`config.mk`:
```
export PLATFORM = sky130hd
export DESIGN_NAME = sdm_decim_adc
export DESIGN_NICKNAME = d
export VERILOG_FILES = /design/src/rtl/sdm_pkg.sv /design/src/rtl/sdm_feedback_reg.sv /design/src/rtl/sdm_window_ctr.sv /design/src/rtl/sdm_ones_accum.sv /design/src/rtl/sdm_decim_adc.sv
export SDC_FILE = /design/constraint.sdc
export NUM_CORES = 1
export LEC_CHECK = 0
export BUFFER_PORTS_ARGS = -buffer_cell sky130_fd_sc_hd__buf_2
export CORE_ASPECT_RATIO = 0.7
export CORE_MARGIN = 2
export CORE_UTILIZATION = 45
export CTS_CLUSTER_DIAMETER = 60
export DETAILED_ROUTE_END_ITERATION = 10
export MAX_ROUTING_LAYER = met4
export PLACE_DENSITY_LB_ADDON = 0.25
export SYNTH_ARGS = -nofsm -noshare
export SYNTH_HDL_FRONTEND = slang
export SYNTH_SLANG_ARGS = --single-unit
export TNS_END_PERCENT = 20
```
`constraint.sdc`:
```
create_clock -name clk -period 2.1 [get_ports clk]
set_input_delay 0.21 -clock clk [delete_from_list [all_inputs] [get_ports clk]]
set_output_delay 0.21 -clock clk [all_outputs]
set_load 0.02 [all_outputs]
```
`src/rtl/sdm_pkg.sv`:
```
package sdm_pkg;
    typedef enum logic {
        ST_PRIME = 1'b0,
        ST_RUN   = 1'b1
    } sdm_state_e;
endpackage

```
`src/rtl/sdm_feedback_reg.sv`:
```
module sdm_feedback_reg (
    input  logic clk,
    input  logic rst,
    input  logic cmp_in,
    output logic fb_q
);
    always_ff @(posedge clk) begin
        if (rst) fb_q <= 1'b0;
        else     fb_q <= cmp_in;
    end
endmodule

```
`src/rtl/sdm_window_ctr.sv`:
```
module sdm_window_ctr #(
    parameter int WIN_LOG2 = 10
) (
    input  logic clk,
    input  logic rst,
    input  logic en,
    output logic win_last
);
    logic [WIN_LOG2-1:0] pos_q;

    always_ff @(posedge clk) begin
        if (rst)     pos_q <= '0;
        else if (en) pos_q <= pos_q + 1'b1;
    end

    assign win_last = (pos_q == {WIN_LOG2{1'b1}});
endmodule

```
`src/rtl/sdm_ones_accum.sv`:
```
module sdm_ones_accum #(
    parameter int WIN_LOG2  = 10,
    parameter int WIDEN_OUT = 1,
    localparam int WORD_W   = WIN_LOG2 + WIDEN_OUT
) (
    input  logic              clk,
    input  logic              rst,
    input  logic              en,
    input  logic              bit_in,
    input  logic              dump,
    output logic [WORD_W-1:0] word
);
    logic [WIN_LOG2-1:0] tally_q;
    logic [WIN_LOG2:0]   total;

    // Sum including this cycle's bit; may reach 2^N on the last bit.
    assign total = {1'b0, tally_q} + {{WIN_LOG2{1'b0}}, bit_in};

    always_ff @(posedge clk) begin
        if (rst) begin
            tally_q <= '0;
        end else if (en) begin
            if (dump) tally_q <= '0;
            else      tally_q <= total[WIN_LOG2-1:0];
        end
    end

    generate
        if (WIDEN_OUT != 0) begin : g_wide
            assign word = total;
        end else begin : g_clamp
            assign word = total[WIN_LOG2] ? {WIN_LOG2{1'b1}} : total[WIN_LOG2-1:0];
        end
    endgenerate
endmodule

```
`src/rtl/sdm_decim_adc.sv`:
```
module sdm_decim_adc #(
    parameter int WIN_LOG2  = 10,
    parameter int WIDEN_OUT = 1,
    localparam int PCM_W    = WIN_LOG2 + WIDEN_OUT
) (
    input  logic             clk,
    input  logic             rst,
    input  logic             cmp_in,
    output logic             fb_out,
    output logic [PCM_W-1:0] pcm_out,
    output logic             pcm_valid
);
    import sdm_pkg::*;

    sdm_state_e       state_q, state_d;
    logic             fb_q;
    logic             acc_en;
    logic             win_last;
    logic             dump;
    logic [PCM_W-1:0] word;

    sdm_feedback_reg u_fb (
        .clk    (clk),
        .rst    (rst),
        .cmp_in (cmp_in),
        .fb_q   (fb_q)
    );

    sdm_window_ctr #(.WIN_LOG2(WIN_LOG2)) u_win (
        .clk      (clk),
        .rst      (rst),
        .en       (acc_en),
        .win_last (win_last)
    );

    sdm_ones_accum #(.WIN_LOG2(WIN_LOG2), .WIDEN_OUT(WIDEN_OUT)) u_acc (
        .clk    (clk),
        .rst    (rst),
        .en     (acc_en),
        .bit_in (fb_q),
        .dump   (dump),
        .word   (word)
    );

    // Next-state and enables
    always_comb begin
        state_d = state_q;
        acc_en  = 1'b0;
        unique case (state_q)
            ST_PRIME: state_d = ST_RUN;          // PRIME_TO_RUN
            ST_RUN: begin
                acc_en  = 1'b1;                  // RUN_HOLD
                state_d = ST_RUN;
            end
            default: state_d = ST_PRIME;
        endcase
    end

    assign dump = acc_en & win_last;

    // State register
    always_ff @(posedge clk) begin
        if (rst) state_q <= ST_PRIME;
        else     state_q <= state_d;
    end

    // Output register
    always_ff @(posedge clk) begin
        if (rst) begin
            pcm_out   <= '0;
            pcm_valid <= 1'b0;
        end else begin
            pcm_valid <= dump;
            if (dump) pcm_out <= word;
        end
    end

    assign fb_out = fb_q;
endmodule

```
# Word-level counts from Yosys, hierarchy flattened
# Cells that the tools add are included.
dict set report classes {
  n_addsub 2
  eq_ne 1
  muxes 3
  bitwise 1
}
# op n
set op_table {}
lappend op_table {{$add 10x1->11} 1}
lappend op_table {{$add 10x1->10 const B} 1}
lappend op_table {{$eq 10x10->1 const B} 1}
lappend op_table {{$mux 10} 1}
lappend op_table {{$mux 1} 2}
lappend op_table {{$and 1x1->1} 1}
dict set report word_totals {
  regBits 34
  inputBits 3
}

# Longest topological paths before layout
# Gate-level depths: netlist of the first run.
dict set report logic_depth {
  depth_word 3
  depth_mapped 6
  ltp_nobuf 6
}

# Hierarchy
# Synthesis of the first run repeated with hierarchy kept, for this count alone.
dict set report hier_totals {
  hier_cells 189
  hier_area_um2 1724.2
}
# module instances cells_per_inst area_per_inst_um2
set modules_own_cells {}
lappend modules_own_cells {sdm_ones_accum 1 84 670.6}
lappend modules_own_cells {sdm_decim_adc 1 54 578.1}
lappend modules_own_cells {sdm_window_ctr 1 49 441.7}
lappend modules_own_cells {sdm_feedback_reg 1 2 33.8}

# Least setup slack after synthesis of the first run
# OpenSTA, ideal clock, no wires.
dict set report synth_path {
  kind {register to register}
  start {register u_fb.fb_q}
  end {register u_acc.tally_q[6]}
  setup_time_ps 95
  arrival_time_ps 1707
  required_ps 2005
  slack_ps 298
  path_stages_with_launch 7
  path_buffers 0
  path_cell_list {dfxtp_1 > ha_1 > ha_1 > and4_1 > nand2_1 > or4_1 > o311ai_1}
}
dict set report synth_between {
  elab_chain_cells 2
}
# item line
set synth_lines {}
lappend synth_lines {{from (decl)} sdm_feedback_reg.sv:5} ;# output logic fb_q
lappend synth_lines {{from (signal assigned)} sdm_feedback_reg.sv:9} ;# else fb_q <= cmp_in;
lappend synth_lines {{$add 10x1->11} sdm_ones_accum.sv:17} ;# assign total = {1'b0, tally_q} + {{WIN_LOG2{1'b0}}, bit_in};
lappend synth_lines {{$mux 10} sdm_ones_accum.sv:23} ;# if (dump) tally_q <= '0;
lappend synth_lines {{to (signal assigned)} sdm_ones_accum.sv:24} ;# else tally_q <= total[WIN_LOG2-1:0];
lappend synth_lines {{to (decl)} sdm_ones_accum.sv:13} ;# logic [WIN_LOG2-1:0] tally_q;
# No other way between the ends.
# A chain may end at the register's enable or synchronous reset.

# Worst setup path after layout of the first run
# Ends and elaborated chain as after synthesis.

==> metrics.log, run 1 <==
INFO  metric cts_sinks = 34
INFO  metric cts.reportedPaths.clkPinSlew = 0.06 ns
INFO  metric worst_clock_skew = 0.006085 ns
INFO  metric yosysTopAreaCell = sky130_fd_sc_hd__dfxtp_1
INFO  metric num-fill-cells = 305
INFO  metric synth_simple_gate_area_frac = 0.2469
INFO  metric n_antenna_cell = 0
INFO  metric chipHeight = 52.15 µm
INFO  metric timing.critical_path.slowest_cell_delay = 0.48 ns
INFO  metric initial_utilization = 0.4734
INFO  metric postSynthCellCount = 159
INFO  metric core-area = 3148 µm²
INFO  metric drt-total-wl = 2882 µm
INFO  metric synth.top_cells.by_area = sky130_fd_sc_hd__dfxtp_1, sky130_fd_sc_hd__xor2_1, sky130_fd_sc_hd__nand2_1, sky130_fd_sc_hd__a211oi_2, sky130_fd_sc_hd__nor2_1
INFO  metric postCtsSetupRepairBufs = 0
INFO  metric max_freq = 0.5462 GHz
INFO  metric postCtsResizedCells = 0
INFO  metric critPathKind = reg -> reg
INFO  metric first_global_vias = 1126
INFO  metric critical_path_required = 2.28 ns
INFO  metric io_pins = 16
INFO  metric setup_violations = 0
INFO  metric grtUsageTotal = 0.1813
INFO  metric cellPowerDensity = 678.2 nW/µm²
INFO  metric route.detailed.vias_per_inst = 5.560
INFO  metric cap_viol_max_count = 0
INFO  metric mappedNetlistArea = 1490 µm²
INFO  metric grt_first_pass_wirelength = 5050 µm
INFO  metric maximum_clock_path_buffer_count = 2
INFO  metric drcViolationCount = 0
INFO  metric timing.critical_path.to_type = register
INFO  metric cts.root.buffer_cell = sky130_fd_sc_hd__clkbuf_8
INFO  metric synthXorXnorAreaFrac = 0.09404
INFO  metric vias = 1201
INFO  metric register_area = 680.7 µm²
INFO  metric yosysSeqAreaShare = 0.4568
INFO  metric compound_cell_area_share_of_the_yosys_netlist = 0.1343
INFO  metric placement.io_buffers = 15
INFO  metric leakage_power = 0.0006429 µW
INFO  metric ctsHtreeMaxLevel = 2
INFO  metric timing.final.crit_period = 1.831 ns
INFO  metric critPathLaunchType = register
INFO  metric grt_max_degree = 20
INFO  metric post_synth.cell_area_avg = 9.372 µm²
INFO  metric clock_latency = 0.27 ns
INFO  metric ir_drop = 378.6 µV
INFO  metric worst_slew_margin_rel = 0.6933
INFO  metric post_drt_wl_per_cell = 13.34 µm
INFO  metric worstPathArrival = 2.01 ns
INFO  metric post-route-util = 0.5338
INFO  metric cts-hold-fix-buffers = 0
INFO  metric synth_largest_type_area_fraction = 0.4568
INFO  metric globalplace.congestion = 0.8325
INFO  metric cts_tree = yes
INFO  metric dieArea = 3795 µm²
INFO  metric multi_input_area = 755.7 µm²
INFO  metric grt_setup_unrepaired = false
INFO  metric synth.yosys.warnings = 0
INFO  metric post_route_cells_drive_above_1_share = 0.1910
INFO  metric synth_top_family_by_area = simple AND/OR/NAND/NOR gates
INFO  metric grt_antenna_before_repair = 0
INFO  metric tightestPinTransition = 0.4559 ns
INFO  metric number_of_endpoints_with_negative_hold_slack_in_the_final_report = 0
INFO  metric fin_tns_setup = 0 ns
INFO  metric grt-ovfl-total = 0
INFO  metric yosys.cell_types.count = 35
INFO  metric min_path_type = in -> reg
INFO  metric synth_fa_ha_area_frac = 0.02519
INFO  metric layout_worst_path_cycle_share = 0.8718
INFO  metric detail-route-antenna-nets = 0
INFO  metric cp_common_cell = sky130_fd_sc_hd__ha_1
INFO  metric critical_path.max_fanout = 5
INFO  metric dr.first_iter.drc_count = 115
INFO  metric die_w = 72.78 µm
INFO  metric synth.area.mux_share = 0.006717
INFO  metric slew_violations = 0
INFO  metric final_net_count = 184
INFO  metric layout-area-overhead-vs-synth = 12.76%
INFO  metric total_cts_buffers = 5
INFO  metric critical-path-slowest-cell = sky130_fd_sc_hd__or4_1
INFO  metric ys_seq_elements = 34
INFO  metric core.rowCount = 17
INFO  metric drtPass1Iterations = 4
INFO  metric cp_cell_sequence = ha_1 > ha_1 > and4_1 > nand2_1 > or4_1 > o311ai_1
INFO  metric net_count_synth = 165
INFO  metric dp_hpwl = 2057 µm
INFO  metric run_status = finished clean
## power breakdown
group          leakage, µW  switching, µW  total, µW  internal, µW
logic             0.000330           28.5       43.2          14.6
registers         0.000275           7.32        660           653
clock network    0.0000383            209        436           228
## worst paths after layout
check / startpoint / to / slack, ns / cells after the start
min: cmp_in / u_fb.fb_q / 0.14 / 2
max reg2reg: u_fb.fb_q / u_acc.tally_q[6] / 0.27 / 6
min reg2reg: pcm_out[10] / pcm_out[10] / 0.45 / 2
max: u_fb.fb_q / u_acc.tally_q[6] / 0.27 / 6
## cells in the mapped netlist
master and number:
sky130_fd_sc_hd__nand3_1 5, sky130_fd_sc_hd__a41oi_1 1, sky130_fd_sc_hd__nor4_1 3, sky130_fd_sc_hd__a211oi_1 1, sky130_fd_sc_hd__o311ai_1 2, sky130_fd_sc_hd__inv_1 3, sky130_fd_sc_hd__buf_4 1, sky130_fd_sc_hd__or3_1 2
sky130_fd_sc_hd__buf_1 2, sky130_fd_sc_hd__clkinv_1 1, sky130_fd_sc_hd__buf_2 1, sky130_fd_sc_hd__and3_1 2, sky130_fd_sc_hd__a31o_2 3, sky130_fd_sc_hd__dfxtp_1 34, sky130_fd_sc_hd__or4_1 2, sky130_fd_sc_hd__nand2_1 18
sky130_fd_sc_hd__clkbuf_1 2, sky130_fd_sc_hd__nand4_4 1, sky130_fd_sc_hd__a21oi_1 9, sky130_fd_sc_hd__xnor2_1 6, sky130_fd_sc_hd__o21ai_0 3, sky130_fd_sc_hd__xor2_1 10, sky130_fd_sc_hd__mux2i_1 1, sky130_fd_sc_hd__nor2b_1 1
sky130_fd_sc_hd__o32ai_1 2, sky130_fd_sc_hd__nor2_1 16, sky130_fd_sc_hd__nor3_4 1, sky130_fd_sc_hd__nor3_1 3, sky130_fd_sc_hd__nand4_1 8, sky130_fd_sc_hd__and2_1 1, sky130_fd_sc_hd__nand2b_1 1, sky130_fd_sc_hd__and4_1 4
sky130_fd_sc_hd__buf_6 1, sky130_fd_sc_hd__a211oi_2 5, sky130_fd_sc_hd__ha_1 3
## kinds of logic (layout without fill, tap and decap cells)
logic type	after synthesis	after routing
compound gates	26	26
xor+xnor	16	16
fa+ha+maj	3	3
buf+inv	11	30
flops	34	34
mux	1	1
simple gates	68	68
## placed cells by master, fill, tap and decap left out
| cell | synthesis | layout |
|---|---|---|
| sky130_fd_sc_hd__nand3_1 | 5 | 5 |
| sky130_fd_sc_hd__inv_1 | 3 | 3 |
| sky130_fd_sc_hd__nand4_1 | 8 | 8 |
| sky130_fd_sc_hd__clkbuf_8 | 0 | 5 |
| sky130_fd_sc_hd__o21ai_0 | 3 | 3 |
| sky130_fd_sc_hd__nor2_1 | 16 | 16 |
| sky130_fd_sc_hd__nand2_1 | 18 | 18 |
| sky130_fd_sc_hd__buf_4 | 1 | 4 |
| sky130_fd_sc_hd__dfxtp_1 | 34 | 34 |
| sky130_fd_sc_hd__and2_1 | 1 | 1 |
| sky130_fd_sc_hd__xor2_1 | 10 | 10 |
| sky130_fd_sc_hd__a31o_2 | 3 | 3 |
| sky130_fd_sc_hd__nand4_4 | 1 | 1 |
| sky130_fd_sc_hd__nand2b_1 | 1 | 1 |
| sky130_fd_sc_hd__nor3_1 | 3 | 3 |
| sky130_fd_sc_hd__nor3_4 | 1 | 1 |
| sky130_fd_sc_hd__nor4_1 | 3 | 3 |
| sky130_fd_sc_hd__a211oi_2 | 5 | 5 |
| sky130_fd_sc_hd__o311ai_1 | 2 | 2 |
| sky130_fd_sc_hd__or4_1 | 2 | 2 |
| sky130_fd_sc_hd__or3_1 | 2 | 2 |
| sky130_fd_sc_hd__xnor2_1 | 6 | 6 |
| sky130_fd_sc_hd__o32ai_1 | 2 | 2 |
| sky130_fd_sc_hd__and4_1 | 4 | 4 |
| sky130_fd_sc_hd__a41oi_1 | 1 | 1 |
| sky130_fd_sc_hd__ha_1 | 3 | 3 |
| sky130_fd_sc_hd__clkinv_1 | 1 | 1 |
| sky130_fd_sc_hd__mux2i_1 | 1 | 1 |
| sky130_fd_sc_hd__nor2b_1 | 1 | 1 |
| sky130_fd_sc_hd__buf_2 | 1 | 15 |
| sky130_fd_sc_hd__a211oi_1 | 1 | 1 |
| sky130_fd_sc_hd__a21oi_1 | 9 | 9 |
| sky130_fd_sc_hd__clkbuf_1 | 2 | 2 |
| sky130_fd_sc_hd__and3_1 | 2 | 2 |
## final cells by class
class,count,share of cell area
tap,38,0.02829
multi-input combinational,114,0.4497
timing repair buffer,19,0.06255
sequential,34,0.4051
clock buffer,7,0.04542
inverter,4,0.008935
## sequential cells by signal (all words and copies together), names as in the netlist
name / count
pcm_out: 11
pcm_valid: 1
state_q: 1
u_acc.tally_q: 10
u_fb.fb_q: 1
u_win.pos_q: 10
## worst max-delay path, delay by kind of cell, from the launching register on
| family | cells | cell delay [ns] |
|---|---|---|
| compound gates | 1 | 0.08 |
| flops | 1 | 0.34 |
| fa+ha+maj | 2 | 0.44 |
| simple gates | 3 | 0.88 |
## through the flow
stage	instances	power, µW	cell area [µm²]	hold slack (ns)	setup slack [ns]
floorplan	159	703.5	1490	0.3382	0.2979
global placement	209	716.8	1604	0.4242	0.3253
detailed placement	209	717.8	1604	0.4237	0.2944
CTS	216	1152	1680	0.1400	0.2858
global route	216	1190	1680	0.1635	0.1676
finish	216	1140	1680	0.1431	0.2692
## routing by layer
layer  track usage  vias to the layer above  wire, µm
li1              -                      609         -
met5             -                        -         0
met4       0.06481                        0        27
met3       0.06202                        4       162
met2        0.2621                       36      1210
met1        0.2365                      552      1481
Power figures use the tool's default switching activity.
==> inputs of run 2 (changes only) <==
--- a/config.mk
+++ b/config.mk
@@ -13,6 +13,7 @@
 export DETAILED_ROUTE_END_ITERATION = 10
 export MAX_ROUTING_LAYER = met4
 export PLACE_DENSITY_LB_ADDON = 0.25
+export RECOVER_POWER = 100
 export SYNTH_ARGS = -nofsm -noshare
 export SYNTH_HDL_FRONTEND = slang
 export SYNTH_SLANG_ARGS = --single-unit
==> metrics.log, run 2 (same netlist as run 1, synthesis figures left out) <==
INFO  metric run_status = finished clean (unchanged)
INFO  metric post-route-worst-setup-slack = 0.2558 ns (was 0.2692 ns)
INFO  metric critical-path-slowest-cell = sky130_fd_sc_hd__or4_1 (unchanged)
INFO  metric timing.rr.start = u_fb.fb_q (unchanged)
INFO  metric slew_violations = 0 (unchanged)
INFO  metric total_cts_buffers = 5 (unchanged)
INFO  metric detailed_place.area = 1604 µm² (unchanged)
INFO  metric worst_slew_margin_rel = 0.6904 (was 0.6933)
INFO  metric chipHeight = 52.15 µm (unchanged)
INFO  metric number_of_endpoints_with_negative_hold_slack_in_the_final_report = 0 (unchanged)
INFO  metric n_antenna_cell = 0 (unchanged)
INFO  metric max_freq = 0.5422 GHz (was 0.5462 GHz)
INFO  metric clock_latency = 0.28 ns (was 0.27 ns)
INFO  metric postCtsResizedCells = 0 (unchanged)
INFO  metric dr.first_iter.drc_count = 127 (was 115)
INFO  metric critPathTopFamily = simple AND/OR/NAND/NOR gates (unchanged)
INFO  metric route.detailed.vias_per_inst = 5.505 (was 5.560)
INFO  metric dp_cells = 209 (unchanged)
INFO  metric layout_commonest_cell = sky130_fd_sc_hd__dfxtp_1 (unchanged)
INFO  metric vias = 1189 (was 1201)
INFO  metric io_pins = 16 (unchanged)
INFO  metric post_drt_wl_per_cell = 13.52 µm (was 13.34 µm)
INFO  metric critical_path_required = 2.27 ns (was 2.28 ns)
INFO  metric grt-ovfl-total = 0 (unchanged)
INFO  metric cap_viol_max_count = 0 (unchanged)
INFO  metric cts_sinks = 34 (unchanged)
INFO  metric maximum_clock_path_buffer_count = 2 (unchanged)
INFO  metric critPathLaunchType = register (unchanged)
INFO  metric grt_setup_unrepaired = false (unchanged)
INFO  metric cp_common_cell = sky130_fd_sc_hd__ha_1 (unchanged)
INFO  metric cts-hold-fix-buffers = 0 (unchanged)
INFO  metric ir_drop = 405.1 µV (was 378.6 µV)
INFO  metric reg2reg_to = u_acc.tally_q[6] (unchanged)
INFO  metric dieArea = 3795 µm² (unchanged)
INFO  metric final_cell_count_no_fill = 216 (unchanged)
INFO  metric die_w = 72.78 µm (unchanged)
INFO  metric worstPathArrival = 2.02 ns (was 2.01 ns)
INFO  metric setup_violations = 0 (unchanged)
INFO  metric placement.io_buffers = 15 (unchanged)
INFO  metric min_path_type = in -> reg (unchanged)
INFO  metric grt_first_pass_wirelength = 5050 µm (unchanged)
INFO  metric regMostFlops = pcm_out (unchanged)
INFO  metric multi_input_area = 745.7 µm² (was 755.7 µm²)
INFO  metric drt-total-wl = 2920 µm (was 2882 µm)
INFO  metric register_area = 680.7 µm² (unchanged)
INFO  metric timing.final.crit_period = 1.844 ns (was 1.831 ns)
INFO  metric ctsHtreeMaxLevel = 2 (unchanged)
INFO  metric critical_path.max_fanout = 5 (unchanged)
INFO  metric ff2ff_setup_slack = 0.26 ns (was 0.27 ns)
INFO  metric hold_end = u_fb.fb_q (unchanged)
INFO  metric layout-area-overhead-vs-synth = 11.00% (was 12.76%)
INFO  metric leakage_power = 0.0005823 µW (was 0.0006429 µW)
INFO  metric layout_worst_path_cycle_share = 0.8782 (was 0.8718)
INFO  metric biggestRegsByFlops = pcm_out: 11 flops, u_acc.tally_q: 10 flops, u_win.pos_q: 10 flops (unchanged)
INFO  metric cellPowerDensity = 690.6 nW/µm² (was 678.2 nW/µm²)
INFO  metric rr_worst_depth = 6 (unchanged)
INFO  metric first_global_vias = 1126 (unchanged)
INFO  metric tightestPinTransition = 0.4602 ns (was 0.4559 ns)
INFO  metric drcViolationCount = 0 (unchanged)
INFO  metric detail-route-antenna-nets = 0 (unchanged)
INFO  metric dp_hpwl = 2057 µm (unchanged)
INFO  metric timing.critical_path.slowest_cell_delay = 0.48 ns (about the same)
INFO  metric hold_path_startpoint = cmp_in (unchanged)
INFO  metric core-area = 3148 µm² (unchanged)
INFO  metric cts.reportedPaths.clkPinSlew = 0.06 ns (about the same)
INFO  metric place_worst_setup_slack = 0.2944 ns (unchanged)
INFO  metric largest_reg_flops = 11 (unchanged)
INFO  metric post_route_cells_drive_above_1_share = 0.1067 (was 0.1910)
INFO  metric worstHoldPathCells = 2 (unchanged)
INFO  metric cts.root.buffer_cell = sky130_fd_sc_hd__clkbuf_8 (unchanged)
INFO  metric critPathKind = reg -> reg (unchanged)
INFO  metric grt_max_degree = 20 (unchanged)
INFO  metric buffer_and_inverter_count_on_the_worst_path = 0 (unchanged)
INFO  metric postCtsSetupRepairBufs = 0 (unchanged)
INFO  metric grt_antenna_before_repair = 0 (unchanged)
INFO  metric finish.instance_area = 1654 µm² (was 1680 µm²)
INFO  metric timing.critical_path.to_type = register (unchanged)
INFO  metric worst_clock_skew = 0.005560 ns (was 0.006085 ns)
INFO  metric core.rowCount = 17 (unchanged)
INFO  metric num-fill-cells = 312 (was 305)
INFO  metric layout.cells.most_common_list = sky130_fd_sc_hd__dfxtp_1, sky130_fd_sc_hd__nand2_1, sky130_fd_sc_hd__nor2_1 (unchanged)
INFO  metric fin_tns_setup = 0 ns (unchanged)
INFO  metric grtUsageTotal = 0.1813 (unchanged)
INFO  metric cts_tree = yes (unchanged)
INFO  metric drtPass1Iterations = 4 (unchanged)
INFO  metric final_net_count = 184 (unchanged)
INFO  metric initial_utilization = 0.4734 (unchanged)
INFO  metric cp_cell_sequence = ha_1 > ha_1 > and4_1 > nand2_1 > or4_1 > o311ai_0 (was ha_1 > ha_1 > and4_1 > nand2_1 > or4_1 > o311ai_1)
INFO  metric globalplace.congestion = 0.8325 (unchanged)
## run 2: stage by stage
stage / utilization / total power [µW] / hold slack, ns
6_report: 0.5254 / 1142 / 0.1400
4_1_cts: 0.5338 / 1152 / 0.1400
2_1_floorplan: - / 703.5 / 0.3382
5_1_grt: 0.5254 / 1189 / 0.1635
3_5_place_dp: 0.5095 / 717.8 / 0.4237
3_3_place_gp: 0.5095 / 716.8 / 0.4242
## run 2: per-layer routing
metal	GRT usage	wire length [µm]
met1	0.2365	1526
met2	0.2621	1217
met3	0.06202	148
met4	0.06481	27
met5	-	0
## run 2: layout make-up
type,count,share of cell area
Clock buffer,7,0.04614
Tap cell,38,0.02874
Inverter,4,0.009077
Timing Repair Buffer,19,0.05371
Multi-Input combinational cell,114,0.4508
Sequential cell,34,0.4115
## run 2: power by group
part	switching, µW	internal, µW
combinational	28.3	14.4
clock	212	228
sequential	7.24	653
## run 2: how the worst max path moves through the flow
| stage | startpoint | cells past startpoint | slack, ns | end |
|---|---|---|---|---|
| after floorplan | u_fb.fb_q | 6 | 0.30 | u_acc.tally_q[6] |
| after global placement | u_fb.fb_q | 6 | 0.33 | u_acc.tally_q[6] |
| after detailed placement | u_fb.fb_q | 6 | 0.29 | u_acc.tally_q[6] |
| after CTS | u_fb.fb_q | 6 | 0.29 | u_acc.tally_q[6] |
| after global routing | u_fb.fb_q | 6 | 0.14 | u_acc.tally_q[6] |
| final | u_fb.fb_q | 6 | 0.26 | u_acc.tally_q[6] |
